[src/rtl/usbdev_pkg.sv]
package usbdev_pkg;

  typedef enum logic [1:0] {
    ST_DEFAULT = 2'd0,
    ST_ADDR    = 2'd1,
    ST_CONF    = 2'd2
  } dev_st_e;

  typedef enum logic [1:0] {
    RSP_NONE  = 2'd0,
    RSP_ACK   = 2'd1,
    RSP_NAK   = 2'd2,
    RSP_STALL = 2'd3
  } rsp_e;

endpackage

[src/rtl/usbdev_fsm.sv]
module usbdev_fsm
  import usbdev_pkg::*;
#(
  parameter int ADDR_W = 7
) (
  input  logic              clk,
  input  logic              rst,
  input  logic              bus_reset_i,
  input  logic              addr_stb_i,
  input  logic [ADDR_W-1:0] addr_i,
  input  logic              cfg_set_ok_i,
  input  logic              cfg_clr_ok_i,
  output dev_st_e           state_o,
  output logic              change_o,
  output logic              taken_o
);

  dev_st_e st_q, st_d;
  logic    addr_nz;

  assign addr_nz = (addr_i != '0);

  // Priority: bus reset, then set-address, then CPU configuration commands.
  always_comb begin
    st_d     = st_q;
    change_o = 1'b0;
    taken_o  = 1'b0;
    if (bus_reset_i) begin
      st_d     = ST_DEFAULT;
      change_o = 1'b1;
    end else if (addr_stb_i) begin
      if (addr_nz) begin
        if (st_q == ST_DEFAULT) begin
          st_d     = ST_ADDR;
          change_o = 1'b1;
        end
      end else if (st_q != ST_DEFAULT) begin
        st_d     = ST_DEFAULT;
        change_o = 1'b1;
      end
    end else if ((st_q != ST_DEFAULT) && (cfg_set_ok_i || cfg_clr_ok_i)) begin
      taken_o  = 1'b1;
      change_o = 1'b1;
      st_d     = cfg_clr_ok_i ? ST_ADDR : ST_CONF;
    end
  end

  always_ff @(posedge clk) begin
    if (rst) st_q <= ST_DEFAULT;
    else     st_q <= st_d;
  end

  assign state_o = st_q;

  a_r2_bus_reset_default: assert property (@(posedge clk) disable iff (rst)
    bus_reset_i |=> (st_q == ST_DEFAULT));

  a_r6_default_holds: assert property (@(posedge clk) disable iff (rst)
    ((st_q == ST_DEFAULT) && !addr_stb_i) |=> (st_q == ST_DEFAULT));

  a_r1_legal_state: assert property (@(posedge clk) disable iff (rst)
    (st_q != 2'd3));

endmodule

[src/rtl/usbdev_irq.sv]
module usbdev_irq (
  input  logic clk,
  input  logic rst,
  input  logic set_i,
  input  logic clr_i,
  output logic irq_o
);

  logic irq_q;

  // A new event outranks a clear in the same cycle.
  always_ff @(posedge clk) begin
    if (rst)        irq_q <= 1'b0;
    else if (set_i) irq_q <= 1'b1;
    else if (clr_i) irq_q <= 1'b0;
  end

  assign irq_o = irq_q;

  a_r11_set_wins: assert property (@(posedge clk) disable iff (rst)
    set_i |=> irq_q);

  a_r11_clear_drops: assert property (@(posedge clk) disable iff (rst)
    (clr_i && !set_i) |=> !irq_q);

endmodule

[src/rtl/usbdev_ctl_gate.sv]
module usbdev_ctl_gate
  import usbdev_pkg::*;
(
  input  logic clk,
  input  logic rst,
  input  logic bus_reset_i,
  input  logic setup_i,
  input  logic status_i,
  input  logic stall_cmd_i,
  input  logic rel_i,
  input  logic taken_i,
  output logic accept_o,
  output logic stall_o,
  output rsp_e resp_o
);

  logic open_q, stall_q, rel_q;
  rsp_e resp_q;

  assign accept_o = open_q & ~stall_q & ~setup_i & ~bus_reset_i;

  always_ff @(posedge clk) begin
    if (rst) begin
      open_q  <= 1'b0;
      stall_q <= 1'b0;
      rel_q   <= 1'b0;
      resp_q  <= RSP_NONE;
    end else if (bus_reset_i) begin
      open_q  <= 1'b0;
      stall_q <= 1'b0;
      rel_q   <= 1'b0;
      resp_q  <= RSP_NONE;
    end else if (setup_i) begin
      open_q  <= 1'b1;
      stall_q <= 1'b0;
      rel_q   <= 1'b0;
      resp_q  <= RSP_NONE;
    end else begin
      resp_q <= RSP_NONE;
      if (accept_o && stall_cmd_i)          stall_q <= 1'b1;
      if (accept_o && (rel_i || taken_i))   rel_q   <= 1'b1;
      if (status_i) begin
        if (!open_q)      resp_q <= RSP_NONE;
        else if (stall_q) resp_q <= RSP_STALL;
        else if (rel_q) begin
          resp_q <= RSP_ACK;
          open_q <= 1'b0;
          rel_q  <= 1'b0;
        end else          resp_q <= RSP_NAK;
      end
    end
  end

  assign stall_o = stall_q;
  assign resp_o  = resp_q;

  a_r9_ack_closes: assert property (@(posedge clk) disable iff (rst)
    (status_i && open_q && !stall_q && rel_q && !bus_reset_i && !setup_i)
      |=> ((resp_q == RSP_ACK) && !open_q));

  a_r8_stall_sticky: assert property (@(posedge clk) disable iff (rst)
    (stall_q && !setup_i && !bus_reset_i) |=> stall_q);

  a_r7_closed_rejects: assert property (@(posedge clk) disable iff (rst)
    !open_q |-> !accept_o);

endmodule

[src/rtl/usbdev_state_track.sv]
module usbdev_state_track
  import usbdev_pkg::*;
#(
  parameter int ADDR_W = 7
) (
  input  logic              clk,
  input  logic              rst,
  input  logic              bus_reset_i,
  input  logic              set_addr_stb_i,
  input  logic [ADDR_W-1:0] set_addr_i,
  input  logic              setup_stb_i,
  input  logic              status_req_i,
  input  logic              cfg_set_i,
  input  logic              cfg_clr_i,
  input  logic              req_done_i,
  input  logic              stall_cmd_i,
  input  logic              self_pwr_we_i,
  input  logic              self_pwr_i,
  input  logic              irq_clr_i,
  output logic [1:0]        dev_state_o,
  output logic              irq_o,
  output logic              self_pwr_o,
  output logic              ep0_stall_o,
  output logic [1:0]        status_rsp_o
);

  logic    accept, taken, change;
  dev_st_e state;
  rsp_e    resp;
  logic    pwr_q;

  usbdev_ctl_gate u_gate (
    .clk         (clk),
    .rst         (rst),
    .bus_reset_i (bus_reset_i),
    .setup_i     (setup_stb_i),
    .status_i    (status_req_i),
    .stall_cmd_i (stall_cmd_i),
    .rel_i       (req_done_i),
    .taken_i     (taken),
    .accept_o    (accept),
    .stall_o     (ep0_stall_o),
    .resp_o      (resp)
  );

  usbdev_fsm #(.ADDR_W(ADDR_W)) u_fsm (
    .clk          (clk),
    .rst          (rst),
    .bus_reset_i  (bus_reset_i),
    .addr_stb_i   (set_addr_stb_i),
    .addr_i       (set_addr_i),
    .cfg_set_ok_i (accept & cfg_set_i),
    .cfg_clr_ok_i (accept & cfg_clr_i),
    .state_o      (state),
    .change_o     (change),
    .taken_o      (taken)
  );

  usbdev_irq u_irq (
    .clk   (clk),
    .rst   (rst),
    .set_i (change),
    .clr_i (irq_clr_i),
    .irq_o (irq_o)
  );

  always_ff @(posedge clk) begin
    if (rst)                pwr_q <= 1'b0;
    else if (self_pwr_we_i) pwr_q <= self_pwr_i;
  end

  assign self_pwr_o   = pwr_q;
  assign dev_state_o  = state;
  assign status_rsp_o = resp;

  a_r12_pwr_holds: assert property (@(posedge clk) disable iff (rst)
    !self_pwr_we_i |=> $stable(self_pwr_o));

endmodule

[config.mk]
export PLATFORM = sky130hd
export DESIGN_NAME = usbdev_state_track
export DESIGN_NICKNAME = d
export VERILOG_FILES = /design/src/rtl/usbdev_pkg.sv /design/src/rtl/usbdev_fsm.sv /design/src/rtl/usbdev_irq.sv /design/src/rtl/usbdev_ctl_gate.sv /design/src/rtl/usbdev_state_track.sv
export SDC_FILE = /design/constraint.sdc
export NUM_CORES = 1
export LEC_CHECK = 0
export BUFFER_PORTS_ARGS = -buffer_cell sky130_fd_sc_hd__buf_2
export CAP_MARGIN = 30
export CORE_AREA = 2 2 39 41
export CTS_CLUSTER_SIZE = 30
export DETAILED_ROUTE_END_ITERATION = 10
export DIE_AREA = 0 0 41 43
export SLEW_MARGIN = 20
export SYNTH_ARGS = -nofsm -noshare
export SYNTH_HDL_FRONTEND = slang
export SYNTH_SLANG_ARGS = --single-unit
[constraint.sdc]
create_clock -name clk -period 2 [get_ports clk]
set_input_delay 0.2 -clock clk [delete_from_list [all_inputs] [get_ports clk]]
set_output_delay 0.2 -clock clk [all_outputs]
set_load 0.05 [all_outputs]
==> flow_summary.ini, run 1 <==
[synthesis]
ys_warn_count = 0
synthFlopType = dfxtp_1
synthCells = 50
synth_seq_cells = 9
async_flop_share = 0
synth-edff-count = 0
syn_nets = 70
syn_avg_cell_area_um2 = 8.56
netlist_top_cells_area = dfxtp_1 (42%), nor2_1 (7.9%), a21oi_1 (5.8%)
synth_top_area_cell = dfxtp_1
synth_top_area_frac = 0.421
mappedNetlistArea_um2 = 428
synth-seq-area-share = 0.421
yosysUniqueCellTypes = 24
yosys-top-cells-count = dfxtp_1 (9), nor2_1 (9), a21oi_1 (5)

[finish]
diodes = 0
drive_gt1_frac = 0.413
num-nets-final = 101
area_growth_pct = 41.2

[worst_setup_path]
path_buf_inv = 0
crit_arrival_ns = 1.76
worstPathCellList = nor4b_2 -> nand3_1 -> o211a_1 -> a2111oi_0
cp_slowest_cell = dfxtp_1
slowest_delay_ns = 0.36
cpLargestDelayFamily = compound AO/OA/AOI/OAI gates
cp-start-kind = register
critPathRequiredTime_ns = 2.15
end_kind = register
critical_path_peak_fanout = 5
path_class = reg -> reg

[floorplan]
io_pins = 27
die_y_um = 43
fp.dieArea_um2 = 1760
rows = 14
initial_core_util = 0.309
core_um2 = 1380
die_w_um = 41

[status]
status = completed

[cts]
cts_hold_buf = 0
ctsResizeCount = 0
h-tree-depth = 1
clkTransAtPathRegs_ns = 0.06
cts_tree = built
clk_latency_ns = 0.26
cts_root_buffer = clkbuf_4
post-cts-setup-buffer-count = 0
clockBufferDepth = 2
cts_sinks = 9
cts_buffers = 3

[grt]
grt_use_total = 0.139
grt_antenna_before_repair = 0
grt_overflow = 0
grt_pass1_vias = 421
grt_pass1_wl_um = 1640
grt_max_degree = 7

[power]
max-vdd-ir-drop_mv = 0.261
total_power_uw = 390
p_leak_nw = 0.283
power.density_nw_per_um2 = 645

[flow_run]
max_cap_violations = 0

[sta]
rsz0062_at_grt = no
layout_min_cycle_time_ns = 1.62
min_period_over_period = 0.809
finalMaxSlewViolations = 0
finalSetupViolCount = 0
maxSlewHeadroom = 0.785
tightest_slew_ns = 0.314
fin_setup_tns_ns = 0
hold_viol = 0
clock_skew_ns = 0.00534
max_freq_ghz = 0.618

[place]
place_hpwl_um = 799
portBuffers = 26
place_congestion = 0.776

[route]
routed_wl_um = 1010
drt-initial-drc-count = 7
ant_nets = 0
vias = 466
wl_per_cell_um = 10.5
drt-pass1-iter-count = 4
remaining_drc_errors = 0
routed_via_density = 4.85

[min_path]
hold_class = in -> reg
==> through the flow <==
step / cell area [µm²] / std cells / hold WS, ns / worst slack, ns / utilization
finish: 604 / 96 / 0.137 / 0.382 / 0.437
global route: 604 / 96 / 0.151 / 0.181 / 0.437
CTS: 604 / 96 / 0.134 / 0.367 / 0.437
detailed placement: 578 / 92 / 0.415 / 0.360 / 0.418
global placement: 578 / 92 / 0.405 / 0.388 / 0.418
floorplan: 428 / 50 / 0.272 / 0.346 / -
==> path summary, 6_finish.rpt <==
kind,cells past startpoint,slack [ns],from,to
min reg2reg,2,0.49,u_gate.rel_q,u_gate.resp_o[0]
max reg2reg,4,0.38,u_gate.stall_o,u_fsm.state_o[0]
min,2,0.14,rst,u_irq.irq_o
max,4,0.38,u_gate.stall_o,u_fsm.state_o[0]
==> area by class of cell <==
type                       instances  area, µm²
inverter                           2       7.51
tap                               16       20.0
multi-input combinational         39        240
fill                             142        779
clock buffer                       4       26.3
sequential                         9        180
timing repair buffer              26        130
==> layer usage <==
layer / part of all wire / track usage / up-vias
met2: 0.45 / 0.203 / 12
li1: - / - / 246
met1: 0.49 / 0.168 / 206
met4: 0.017 / 0.100 / 0
met5: 0 / 0 / -
met3: 0.045 / 0.0314 / 2
==> logic make-up (layout without fill, tap and decap cells) <==
family,after synthesis,count (layout),share of synthesized area
and+or+nand+nor,24,24,0.316
muxes,1,1,0.0234
DFF,9,9,0.421
buffers and inverters,2,32,0.0176
AOI/OAI and AO/OA,14,14,0.222
==> power breakdown <==
| group | internal, mW | total (mW) | leakage [nW] | switching (mW) |
|---|---|---|---|---|
| registers | 0.184 | 0.188 | 0.0734 | 0.00392 |
| clock network | 0.0769 | 0.141 | 0.0150 | 0.0643 |
| logic | 0.0266 | 0.0602 | 0.195 | 0.0336 |
| total | 0.288 | 0.390 | 0.283 | 0.102 |
==> sequential cells by signal (all words and copies together) (netlist names) <==
name	cells
self_pwr_o	1
u_fsm.state_o	2
u_gate.open_q	1
u_gate.rel_q	1
u_gate.resp_o	2
u_gate.stall_o	1
u_irq.irq_o	1
==> placed cells by master (no fill, tap or decap), types with 2 or more instances in the layout <==
master	synthesis	layout
buf_2	0	26
nand2_1	2	2
nor2_1	9	9
or3_1	2	2
nand3_1	3	3
clkbuf_4	0	3
a21oi_1	5	5
o21ai_0	2	2
inv_1	2	2
dfxtp_1	9	9
(Power assumes the default switching activity.)
==> inputs of run 2 (changes only) <==
ABC_AREA = 1   (was unset)
PLACE_DENSITY = 0.68   (was unset)
clock period = 1.7 ns   (was 2 ns; I/O delays follow)
==> run 2 against run 1 <==
Net effect: critical path depth grew 2; sequential cell count is the same; worst setup slack improved by 0.16 ns; register-to-register slack improved by 0.16 ns; cell count increased by 23%; routed wire length is essentially flat; total power increased by 23%; sequential power rose by 19%; count of clock-buffer cells in the layout is the same; critical path type unchanged.
==> flow_summary.ini, run 2 <==
[worst_setup_path]
path_buf_inv = 1
cp-start-kind = register
end_kind = register
cp_slowest_cell = dfxtp_1
crit_path_start = u_fsm.state_o[1]
worstPathCellList = nor2_1 -> inv_1 -> o21ai_0 -> nand3_1 -> a21boi_0 -> nor2_1
slowest_delay_ns = 0.31
path_common_cell = nor2_1
rr_startpoint = u_fsm.state_o[1]
crit_arrival_ns = 1.31
critical_path_peak_fanout = 4
cpLargestDelayFamily = simple AND/OR/NAND/NOR gates
path_class = reg -> reg
critPathRequiredTime_ns = 1.85

[synthesis]
synthFlopType = dfxtp_1
syn_nets = 92
async_flop_share = 0
synth_seq_cells = 9
synth_top_area_frac = 0.374
netlist_top_cells_area = dfxtp_1 (37%), nand2_1 (11%), nor2_1 (10%)
syn_avg_cell_area_um2 = 6.69
synth-edff-count = 0
yosysUniqueCellTypes = 16
synthCells = 72
synth_top_area_cell = dfxtp_1
ys_warn_count = 0
synth.most_common_cell = nand2_1
synth-seq-area-share = 0.374
yosys-top-cells-count = nand2_1 (14), nor2_1 (13), inv_1 (11)
mappedNetlistArea_um2 = 482

[cts]
h-tree-depth = 1
clk_latency_ns = 0.25
cts_hold_buf = 0
cts_sinks = 9
ctsResizeCount = 0
post-cts-setup-buffer-count = 0
cts_root_buffer = clkbuf_4
clockBufferDepth = 2
cts_tree = built
cts_buffers = 3
clkTransAtPathRegs_ns = 0.06

[floorplan]
rows = 14
initial_core_util = 0.348
core_um2 = 1380
die_w_um = 41
die_y_um = 43
io_pins = 27
fp.dieArea_um2 = 1760

[grt]
grt_overflow = 0
grt_pass1_vias = 450
grt_use_total = 0.137
grt_max_degree = 8
grt_pass1_wl_um = 1640
grt_antenna_before_repair = 0

[sta]
layout_min_cycle_time_ns = 1.16
hold_viol = 0
rsz0062_at_grt = no
maxSlewHeadroom = 0.835
finalSetupViolCount = 0
fin_ws_ns = 0.542
tightest_slew_ns = 0.249
max_freq_ghz = 0.864
clock_skew_ns = 0.00147
finalMaxSlewViolations = 0
min_period_over_period = 0.681
fin_setup_tns_ns = 0

[place]
place_hpwl_um = 878
portBuffers = 26
place_congestion = 0.723
pre_cts_ws_ns = 0.540

[route]
ant_nets = 0
vias = 528
routed_wl_um = 1010
routed_via_density = 4.47
drt-initial-drc-count = 10
remaining_drc_errors = 0
drt-pass1-iter-count = 4
wl_per_cell_um = 8.58

[power]
total_power_uw = 478
power.density_nw_per_um2 = 727
combPwrFrac = 0.194
sw_frac_of_total = 0.282
clkPwrFrac = 0.340
max-vdd-ir-drop_mv = 0.730
power.switching_uw = 135
p_leak_nw = 0.352
seqPwrFrac = 0.466
p_int_uw = 344

[min_path]
hold_class = in -> reg
hp-start = rst

[finish]
area_growth_pct = 36.6
final_common_cell = buf_2
num-nets-final = 123
diodes = 0
drive_gt1_frac = 0.324
fill_cells = 157
final_cell_mix = buf_2 (26), nand2_1 (14), nor2_1 (13)

[flow_run]
max_cap_violations = 0

[status]
status = completed
## run 2: cell families after synthesis
family,synth area share
DFF,0.374
AOI/OAI and AO/OA,0.117
muxes,0.0208
and+or+nand+nor,0.403
buffers and inverters,0.0857
## run 2: final timing paths
kind,end,cells after the start,slack [ns]
max,u_fsm.state_o[1],6,0.54
min,self_pwr_o,2,0.1
max reg2reg,u_fsm.state_o[1],6,0.54
min reg2reg,u_gate.resp_o[0],2,0.49
## run 2: worst reg2reg max path: cells and delay by family (launching register included)
family                 cells  cell delay, ns
AOI/OAI and AO/OA          2            0.27
buffers and inverters      1            0.11
and+or+nand+nor            3            0.35
DFF                        1            0.31
## run 2: area by class of cell
class / count / area (µm²) / share of cell area
Multi-Input combinational cell: 52 / 260 / 0.395
Inverter: 11 / 41.3 / 0.0627
Tap cell: 16 / 20.0 / 0.0304
Timing Repair Buffer: 26 / 130 / 0.198
Clock buffer: 4 / 26.3 / 0.0399
Sequential cell: 9 / 180 / 0.274
## run 2: per-layer routing
metal / global-route usage / wire length [µm] / part of all wire / vias up
met5: 0 / 0 / 0 / -
met3: 0.0942 / 75 / 0.074 / 0
met2: 0.213 / 499 / 0.49 / 15
li1: - / - / - / 293
met4: 0 / 0 / 0 / 0
met1: 0.161 / 437 / 0.43 / 220
## run 2: through the flow
step / utilization / instances / area [µm²] / hold WS, ns
after floorplan: - / 72 / 482 / 0.242
after global placement: 0.457 / 114 / 632 / 0.361
after detailed placement: 0.457 / 114 / 632 / 0.367
after CTS: 0.476 / 118 / 658 / 0.0887
after global routing: 0.476 / 118 / 658 / 0.0968
final: 0.476 / 118 / 658 / 0.0986
## run 2: power by group through the flow
stage / registers (mW) / clock network [mW] / logic, mW
floorplan: 0.248 / 0 / 0.0359
global placement: 0.227 / 0 / 0.0916
detailed placement: 0.228 / 0 / 0.0938
CTS: 0.223 / 0.172 / 0.0941
global route: 0.224 / 0.189 / 0.104
finish: 0.223 / 0.163 / 0.0929
